<file path="config.mk">
export PLATFORM = sky130hd
export DESIGN_NAME = xtal_trim_cal
export DESIGN_NICKNAME = d
export VERILOG_FILES = /design/src/rtl/xtal_trim_pkg.sv /design/src/rtl/xtal_trim_code_map.sv /design/src/rtl/xtal_trim_gate_counter.sv /design/src/rtl/xtal_trim_search.sv /design/src/rtl/xtal_trim_cal.sv
export SDC_FILE = /design/constraint.sdc
export NUM_CORES = 1
export LEC_CHECK = 0
export BUFFER_PORTS_ARGS = -buffer_cell sky130_fd_sc_hd__buf_2
export CAP_MARGIN = 20
export CELL_PAD_IN_SITES_DETAIL_PLACEMENT = 1
export CELL_PAD_IN_SITES_GLOBAL_PLACEMENT = 1
export CORE_MARGIN = 1
export CORE_UTILIZATION = 35
export DETAILED_ROUTE_END_ITERATION = 12
export PLACE_DENSITY = 0.64
export SLEW_MARGIN = 0
export SYNTH_ARGS = -nofsm -noshare
export SYNTH_HDL_FRONTEND = slang
export SYNTH_SLANG_ARGS = --single-unit
</file>
<file path="constraint.sdc">
create_clock -name clk -period 10.7 [get_ports clk]
set_clock_uncertainty 0.2 [all_clocks]
set_input_delay 0.535 -clock clk [delete_from_list [all_inputs] [get_ports clk]]
set_output_delay 0.535 -clock clk [all_outputs]
set_load 0.01 [all_outputs]
</file>
<file path="src/rtl/xtal_trim_pkg.sv">
package xtal_trim_pkg;

    localparam int CODE_W     = 10;
    localparam int FINE_W     = 6;
    localparam int COARSE_N   = CODE_W - FINE_W;
    localparam int COARSE_LSB = 1 << FINE_W;
    localparam int STEP_MAX   = (COARSE_LSB - 1) + COARSE_N * COARSE_LSB;
    localparam int STEP_W     = $clog2(STEP_MAX + 1);

    typedef logic [CODE_W-1:0] code_t;
    typedef logic [STEP_W-1:0] step_t;

    // Effective capacitance in units: binary part plus equal-weight part.
    function automatic step_t code_to_step(input code_t c);
        step_t s;
        s = step_t'(c[FINE_W-1:0]);
        for (int i = 0; i < COARSE_N; i++) begin
            if (c[FINE_W+i]) s = s + step_t'(COARSE_LSB);
        end
        return s;
    endfunction

endpackage

</file>
<file path="src/rtl/xtal_trim_code_map.sv">
module xtal_trim_code_map
    import xtal_trim_pkg::*;
(
    input  step_t step,
    output code_t code
);

    localparam int CRS_W = STEP_W - FINE_W;

    logic [CRS_W-1:0] coarse;

    assign coarse           = step[STEP_W-1:FINE_W];
    assign code[FINE_W-1:0] = step[FINE_W-1:0];

    // Equal-weight capacitors are switched in thermometer order from bit FINE_W.
    for (genvar g = 0; g < COARSE_N; g++) begin : g_therm
        assign code[FINE_W+g] = (coarse > CRS_W'(g));
    end

endmodule

</file>
<file path="src/rtl/xtal_trim_gate_counter.sv">
module xtal_trim_gate_counter #(
    parameter int GATE_TICKS = 10_000_000,
    parameter int CNT_W      = 26,
    parameter int SET_W      = 16
) (
    input  logic             clk,
    input  logic             rst_n,
    input  logic             meas_req,
    input  logic             ref_tick,
    input  logic             osc_pulse,
    input  logic [SET_W-1:0] settle_ticks,
    output logic             meas_active,
    output logic             meas_done,
    output logic [CNT_W-1:0] meas_count
);

    localparam int GW = $clog2(GATE_TICKS);
    localparam int TW = (SET_W > GW) ? SET_W : GW;

    typedef enum logic [1:0] {C_IDLE, C_SETTLE, C_GATE} cst_e;

    typedef struct packed {
        cst_e             st;
        logic [TW-1:0]    tick;
        logic [CNT_W-1:0] cnt;
        logic             done;
    } cnt_t;

    cnt_t q, d;

    always_comb begin
        d      = q;
        d.done = 1'b0;
        case (q.st)
            C_IDLE: begin
                if (meas_req) begin
                    d.cnt  = '0;
                    d.tick = '0;
                    d.st   = (settle_ticks == '0) ? C_GATE : C_SETTLE;
                end
            end
            C_SETTLE: begin
                if (ref_tick) begin
                    if ((q.tick + TW'(1)) == TW'(settle_ticks)) begin
                        d.st   = C_GATE;
                        d.tick = '0;
                    end else begin
                        d.tick = q.tick + TW'(1);
                    end
                end
            end
            C_GATE: begin
                if (osc_pulse) d.cnt = q.cnt + CNT_W'(1);
                if (ref_tick) begin
                    if (q.tick == TW'(GATE_TICKS - 1)) begin
                        d.st   = C_IDLE;
                        d.done = 1'b1;
                    end else begin
                        d.tick = q.tick + TW'(1);
                    end
                end
            end
            default: d.st = C_IDLE;
        endcase
    end

    always_ff @(posedge clk) begin
        if (!rst_n) q <= '{st: C_IDLE, tick: '0, cnt: '0, done: 1'b0};
        else        q <= d;
    end

    assign meas_active = (q.st != C_IDLE);
    assign meas_done   = q.done;
    assign meas_count  = q.cnt;

    AST_REQ_ONLY_IDLE: assert property (@(posedge clk) disable iff (!rst_n)
        meas_req |-> (q.st == C_IDLE));
    AST_NO_OVERFLOW: assert property (@(posedge clk) disable iff (!rst_n)
        (q.st == C_GATE && osc_pulse) |-> (q.cnt != '1));

endmodule

</file>
<file path="src/rtl/xtal_trim_search.sv">
module xtal_trim_search
    import xtal_trim_pkg::*;
#(
    parameter int    CNT_W      = 26,
    parameter int    MAX_ITER   = 10,
    parameter code_t START_CODE = 10'h19F
) (
    input  logic             clk,
    input  logic             rst_n,
    input  logic             start,
    input  logic             meas_done,
    input  logic [CNT_W-1:0] meas_count,
    input  logic [CNT_W-1:0] target,
    input  logic [CNT_W-1:0] tol,
    output logic             meas_req,
    output logic             busy,
    output logic             done,
    output logic             pass,
    output code_t            code
);

    localparam int    ITER_W     = $clog2(MAX_ITER + 1);
    localparam step_t START_STEP = code_to_step(START_CODE);
    localparam step_t TOP_STEP   = step_t'(STEP_MAX);

    typedef enum logic {S_IDLE, S_WAIT} sst_e;

    typedef struct packed {
        sst_e              st;
        step_t             lo;
        step_t             hi;
        step_t             trial;
        code_t             code;
        logic [ITER_W-1:0] iter;
        logic              req;
        logic              busy;
        logic              done;
        logic              pass;
    } srch_t;

    srch_t q, d;

    logic              too_fast, too_slow, edge_hit, empty;
    logic [CNT_W:0]    cnt_x, upper;
    logic [STEP_W:0]   span;
    logic [ITER_W-1:0] iter_n;
    step_t             nlo, nhi, mid;
    code_t             mid_code;

    always_comb begin
        cnt_x    = {1'b0, meas_count};
        upper    = {1'b0, target} + {1'b0, tol};
        too_fast = cnt_x > upper;
        too_slow = (cnt_x + {1'b0, tol}) < {1'b0, target};
        nlo      = too_fast ? q.trial + step_t'(1) : q.lo;
        nhi      = too_slow ? q.trial - step_t'(1) : q.hi;
        edge_hit = (too_fast && q.trial == TOP_STEP) || (too_slow && q.trial == '0);
        empty    = nlo > nhi;
        span     = {1'b0, nlo} + {1'b0, nhi};
        mid      = span[STEP_W:1];
        iter_n   = q.iter + ITER_W'(1);
    end

    xtal_trim_code_map u_map (
        .step (mid),
        .code (mid_code)
    );

    always_comb begin
        d      = q;
        d.req  = 1'b0;
        d.done = 1'b0;
        case (q.st)
            S_IDLE: begin
                if (start) begin
                    d.st    = S_WAIT;
                    d.lo    = '0;
                    d.hi    = TOP_STEP;
                    d.trial = START_STEP;
                    d.code  = START_CODE;
                    d.iter  = '0;
                    d.req   = 1'b1;
                    d.busy  = 1'b1;
                    d.pass  = 1'b0;
                end
            end
            S_WAIT: begin
                if (meas_done) begin
                    d.iter = iter_n;
                    if (!too_fast && !too_slow) begin
                        d.st   = S_IDLE;
                        d.busy = 1'b0;
                        d.done = 1'b1;
                        d.pass = 1'b1;
                    end else if (edge_hit || empty || int'(iter_n) >= MAX_ITER) begin
                        d.st   = S_IDLE;
                        d.busy = 1'b0;
                        d.done = 1'b1;
                    end else begin
                        d.lo    = nlo;
                        d.hi    = nhi;
                        d.trial = mid;
                        d.code  = mid_code;
                        d.req   = 1'b1;
                    end
                end
            end
            default: d.st = S_IDLE;
        endcase
    end

    always_ff @(posedge clk) begin
        if (!rst_n) begin
            q <= '{st: S_IDLE, lo: '0, hi: TOP_STEP, trial: START_STEP, code: START_CODE,
                   iter: '0, req: 1'b0, busy: 1'b0, done: 1'b0, pass: 1'b0};
        end else begin
            q <= d;
        end
    end

    assign meas_req = q.req;
    assign busy     = q.busy;
    assign done     = q.done;
    assign pass     = q.pass;
    assign code     = q.code;

    AST_FIRST_TRIAL: assert property (@(posedge clk) disable iff (!rst_n)
        $rose(q.busy) |-> (q.code == START_CODE));
    AST_CODE_MATCHES_STEP: assert property (@(posedge clk) disable iff (!rst_n)
        q.busy |-> (code_to_step(q.code) == q.trial));
    AST_DONE_SINGLE: assert property (@(posedge clk) disable iff (!rst_n)
        q.done |=> !q.done);
    AST_DONE_NOT_BUSY: assert property (@(posedge clk) disable iff (!rst_n)
        q.done |-> !q.busy);
    AST_ITER_BOUND: assert property (@(posedge clk) disable iff (!rst_n)
        int'(q.iter) <= MAX_ITER);
    AST_START_IGNORED: assert property (@(posedge clk) disable iff (!rst_n)
        (q.busy && start && !meas_done) |=> !q.req);

endmodule

</file>
<file path="src/rtl/xtal_trim_cal.sv">
module xtal_trim_cal
    import xtal_trim_pkg::*;
#(
    parameter int    GATE_TICKS = 10_000_000,
    parameter int    CNT_W      = 26,
    parameter int    SET_W      = 16,
    parameter int    MAX_ITER   = 10,
    parameter code_t START_CODE = 10'h19F
) (
    input  logic              clk,
    input  logic              rst_n,
    input  logic              start,
    input  logic              ref_tick,
    input  logic              osc_pulse,
    input  logic [CNT_W-1:0]  target_count,
    input  logic [CNT_W-1:0]  tolerance,
    input  logic [SET_W-1:0]  settle_ticks,
    output logic              busy,
    output logic              done,
    output logic              pass,
    output logic [CODE_W-1:0] trim_code
);

    logic             meas_req, meas_active, meas_done;
    logic [CNT_W-1:0] meas_count;

    xtal_trim_gate_counter #(
        .GATE_TICKS (GATE_TICKS),
        .CNT_W      (CNT_W),
        .SET_W      (SET_W)
    ) u_counter (
        .clk          (clk),
        .rst_n        (rst_n),
        .meas_req     (meas_req),
        .ref_tick     (ref_tick),
        .osc_pulse    (osc_pulse),
        .settle_ticks (settle_ticks),
        .meas_active  (meas_active),
        .meas_done    (meas_done),
        .meas_count   (meas_count)
    );

    xtal_trim_search #(
        .CNT_W      (CNT_W),
        .MAX_ITER   (MAX_ITER),
        .START_CODE (START_CODE)
    ) u_search (
        .clk        (clk),
        .rst_n      (rst_n),
        .start      (start),
        .meas_done  (meas_done),
        .meas_count (meas_count),
        .target     (target_count),
        .tol        (tolerance),
        .meas_req   (meas_req),
        .busy       (busy),
        .done       (done),
        .pass       (pass),
        .code       (trim_code)
    );

    AST_CODE_HELD: assert property (@(posedge clk) disable iff (!rst_n)
        meas_active |=> $stable(trim_code));

endmodule

</file>
==> key figures <==
Clocking
  – Max clock buf depth: 2
  – Clock sinks: 92
  – Post_cts resized: 0
  – Setup bufs post-CTS: 0
  – Clock Latency Late Sink: 0.36 ns
  – Worst-path clk slew: about 0.070 ns
  – CTS Root Cell: clkbuf_16
  – CTS tree: built
  – Cts hold-fix bufs: 0
  – H-tree levels: 3
  – Inserted Clock Buffers: 9

Drt
  – DR pass1 iterations: 10
  – DRC violations left: 1
  – Routed Antenna Nets: 0
  – First-iteration detailed-routing DRC count: 391
  – Via density: 5.52
  – Via count: 8806
  – Final wirelength: approximately 28 mm
  – Wirelength per Cell: 17.3 um

Pwr
  – Share of power burned in registers: 0.346
  – Comb pwr share: 0.340
  – Leakage: 4.55 nW
  – Net Sw Power: 369 uW
  – Power Internal: 672 uW
  – Switching part of the total: 0.354
  – Clk pwr share: 0.314
  – Worst vdd ir: 0.0644 mV
  – Power density over the cells: 100 nW/um^2

Global route
  – Grt peak-use layer: met2
  – Largest net degree at the start of global routing: 26
  – Initial antenna violation count: 0
  – Vias in the first global route: 8979
  – M3 GR Usage: 0.0137
  – M1 GR Usage: 0.260
  – Met2 Use GR: 0.348
  – First-pass GRT wire length: 45.3 mm
  – Overflow after GRT: 0
  – Global Route Usage Sum: 0.198

Logic synthesis
  – Synth Instances: 1201
  – Post-synth EDFFs: 0
  – Post-Syn Nets: 1408
  – Synth cell types: 84
  – Synth Cell Area: 9550 um^2
  – Ys flop type: dfxtp_1
  – Register bit total from synthesis: between 90 and 100
  – Ys Warns: 0
  – Avg Inst Size Synth: ~8.0 um^2
  – Seq/Total Area, Yosys: 0.193
  – FFs w/ async S/R, synth: 0

Setup path
  – Signal arrival time at the worst endpoint: roughly 8.9 ns
  – Critical path's slowest cell: nor4_1
  – CP bufs+invs: 3
  – Most frequent CP cell: a21oi_1
  – Worst Setup End Kind: flip-flop
  – Crit Path Max Fanout: 14
  – Critical path class: reg -> reg
  – Crit-path leading delay family: compound AO/OA/AOI/OAI gates
  – CP peak stage delay: 0.68 ns
  – Worst EP required: approximately 11 ns
  – Worst setup SP type: flip-flop

STA
  – RSZ-0062 raised after global routing: false
  – Final Hold Fails: 0
  – Slew margin rel.: 0.412
  – Period minus WS final: between 8 and 9 ns
  – Fin crit share: 0.834
  – Max Freq: 0.112 GHz
  – Max-slew violations: 0
  – Final Setup Violations: 0
  – Slew @ Worst Pin: 0.880 ns
  – WHS: 0.232 ns
  – Setup TNS: 0 ns

Placed design
  – Port Buffers: 85
  – Post-DP HPWL: ~22 mm
  – Placer congestion estimate: ~0.85

Die
  – Placeable Area: 26900 um^2
  – Die H: 167 um
  – Die width: 167 um
  – Die Area: 28000 um^2
  – Starting Density: 0.355
  – Std cell rows: 60
  – Number of top-level pins: 86

Layout
  – Most frequent cells in the layout: ha_1 (131), nand2_1 (97), dfxtp_1 (92)
  – Area grow syn2layout: 8.91%
  – Commonest non-fill, non-tap cell in the layout: ha_1
  – Final nets: 1457
  – Layout cells sized above 1: 0.108
  – ANT cells: 0

Flow run
  – # Max-Cap Violations: 0

Run status
  – Status: finished, violations left
  – Failing checks: design-rule violations

Min path
  – Min-Delay Path Class: in -> reg
[state kept, by name, summed over array words and instances (netlist names)]
signal                count
u_search.meas_req         1
u_search.done             1
u_counter.q              26
u_search.q               25
u_counter.meas_done       1
u_search.code            10
u_search.pass             1
u_search.busy             1
u_counter.meas_count     26
[final timing paths]
path / slack [ns] / start / end / cells past startpoint
worst max-delay path: 1.77 / u_counter.meas_count[0] / u_search.code[3] / 31
worst max register to register: 1.77 / u_counter.meas_count[0] / u_search.code[3] / 31
worst min-delay path: 0.23 / start / u_search.q[45] / 3
worst min register to register: 0.27 / u_search.q[34] / u_search.q[34] / 1
[synth_stat cells (9+ instances only)]
master | n | area [um^2]
ha_1 | 131 | 1640
o21ai_0 | 60 | 300
and2_1 | 14 | 87.6
o31ai_1 | 9 | 67.6
inv_1 | 66 | 248
nor3_1 | 26 | 130
a31oi_1 | 9 | 56.3
and4_1 | 13 | 114
xnor2_1 | 56 | 490
nand2b_1 | 18 | 113
nand4_1 | 26 | 163
a21o_1 | 22 | 165
o21bai_1 | 13 | 97.6
mux2i_1 | 16 | 160
nor2b_1 | 18 | 113
nor4_1 | 10 | 62.6
dfxtp_1 | 92 | 1840
xor2_1 | 57 | 499
nor2_1 | 87 | 327
o211ai_1 | 9 | 67.6
a21oi_1 | 89 | 445
or3_1 | 14 | 87.6
nand2_1 | 97 | 364
mux2_2 | 11 | 124
a211oi_1 | 11 | 82.6
and3_1 | 14 | 87.6
buf_4 | 17 | 128
clkbuf_1 | 21 | 78.8
nand3_1 | 51 | 255
[power groups by stage]
stage                     clock [mW]  sequential (mW)  combinational [mW]
after floorplan                    0            0.365               0.260
after CTS                      0.333            0.360               0.358
final                          0.327            0.360               0.354
after detailed placement           0            0.368               0.356
after global routing           0.350            0.361               0.402
after global placement             0            0.368               0.348
[layout make-up]
cell class | instances | area [um^2]
multi-input combinational | 992 | 7140
timing repair buffer | 87 | 444
tap | 341 | 427
inverter | 68 | 255
sequential | 92 | 1840
clock inverter | 2 | 16.3
clock buffer | 13 | 280
fill | 3297 | 16500
[through the flow]
| stage | total power, mW | setup WS [ns] | instances | util | instance area, um^2 |
|---|---|---|---|---|---|
| 3_5_place_dp | 0.725 | 1.53 | 1580 | 0.376 | 10100 |
| 6_report | 1.04 | 1.77 | 1595 | 0.387 | 10400 |
| 4_1_cts | 1.05 | 1.62 | 1595 | 0.387 | 10400 |
| 5_1_grt | 1.11 | 1.15 | 1595 | 0.387 | 10400 |
| 3_3_place_gp | 0.716 | 1.54 | 1579 | 0.376 | 10100 |
| 2_1_floorplan | 0.625 | 3.64 | 1201 | - | 9550 |
[layer usage]
layer | up-vias | wire, um
met5 | - | 0
met4 | 0 | 403
met3 | 22 | 598
met2 | 106 | 13000
met1 | 4229 | 13600
li1 | 4449 | -
[cell families after synthesis]
family,Yosys count,synth area share
simple gates,421,0.232
compound gates,297,0.205
fa+ha+maj,134,0.178
buf+inv,117,0.0598
xor+xnor,113,0.104
flops,92,0.193
mux,27,0.0297
[worst min-delay path, stage by stage]
cell and delay, ns:
buf_2 0.11, nor2_1 0.04, nor2_1 0.06
Power figures use the tool's default switching activity.
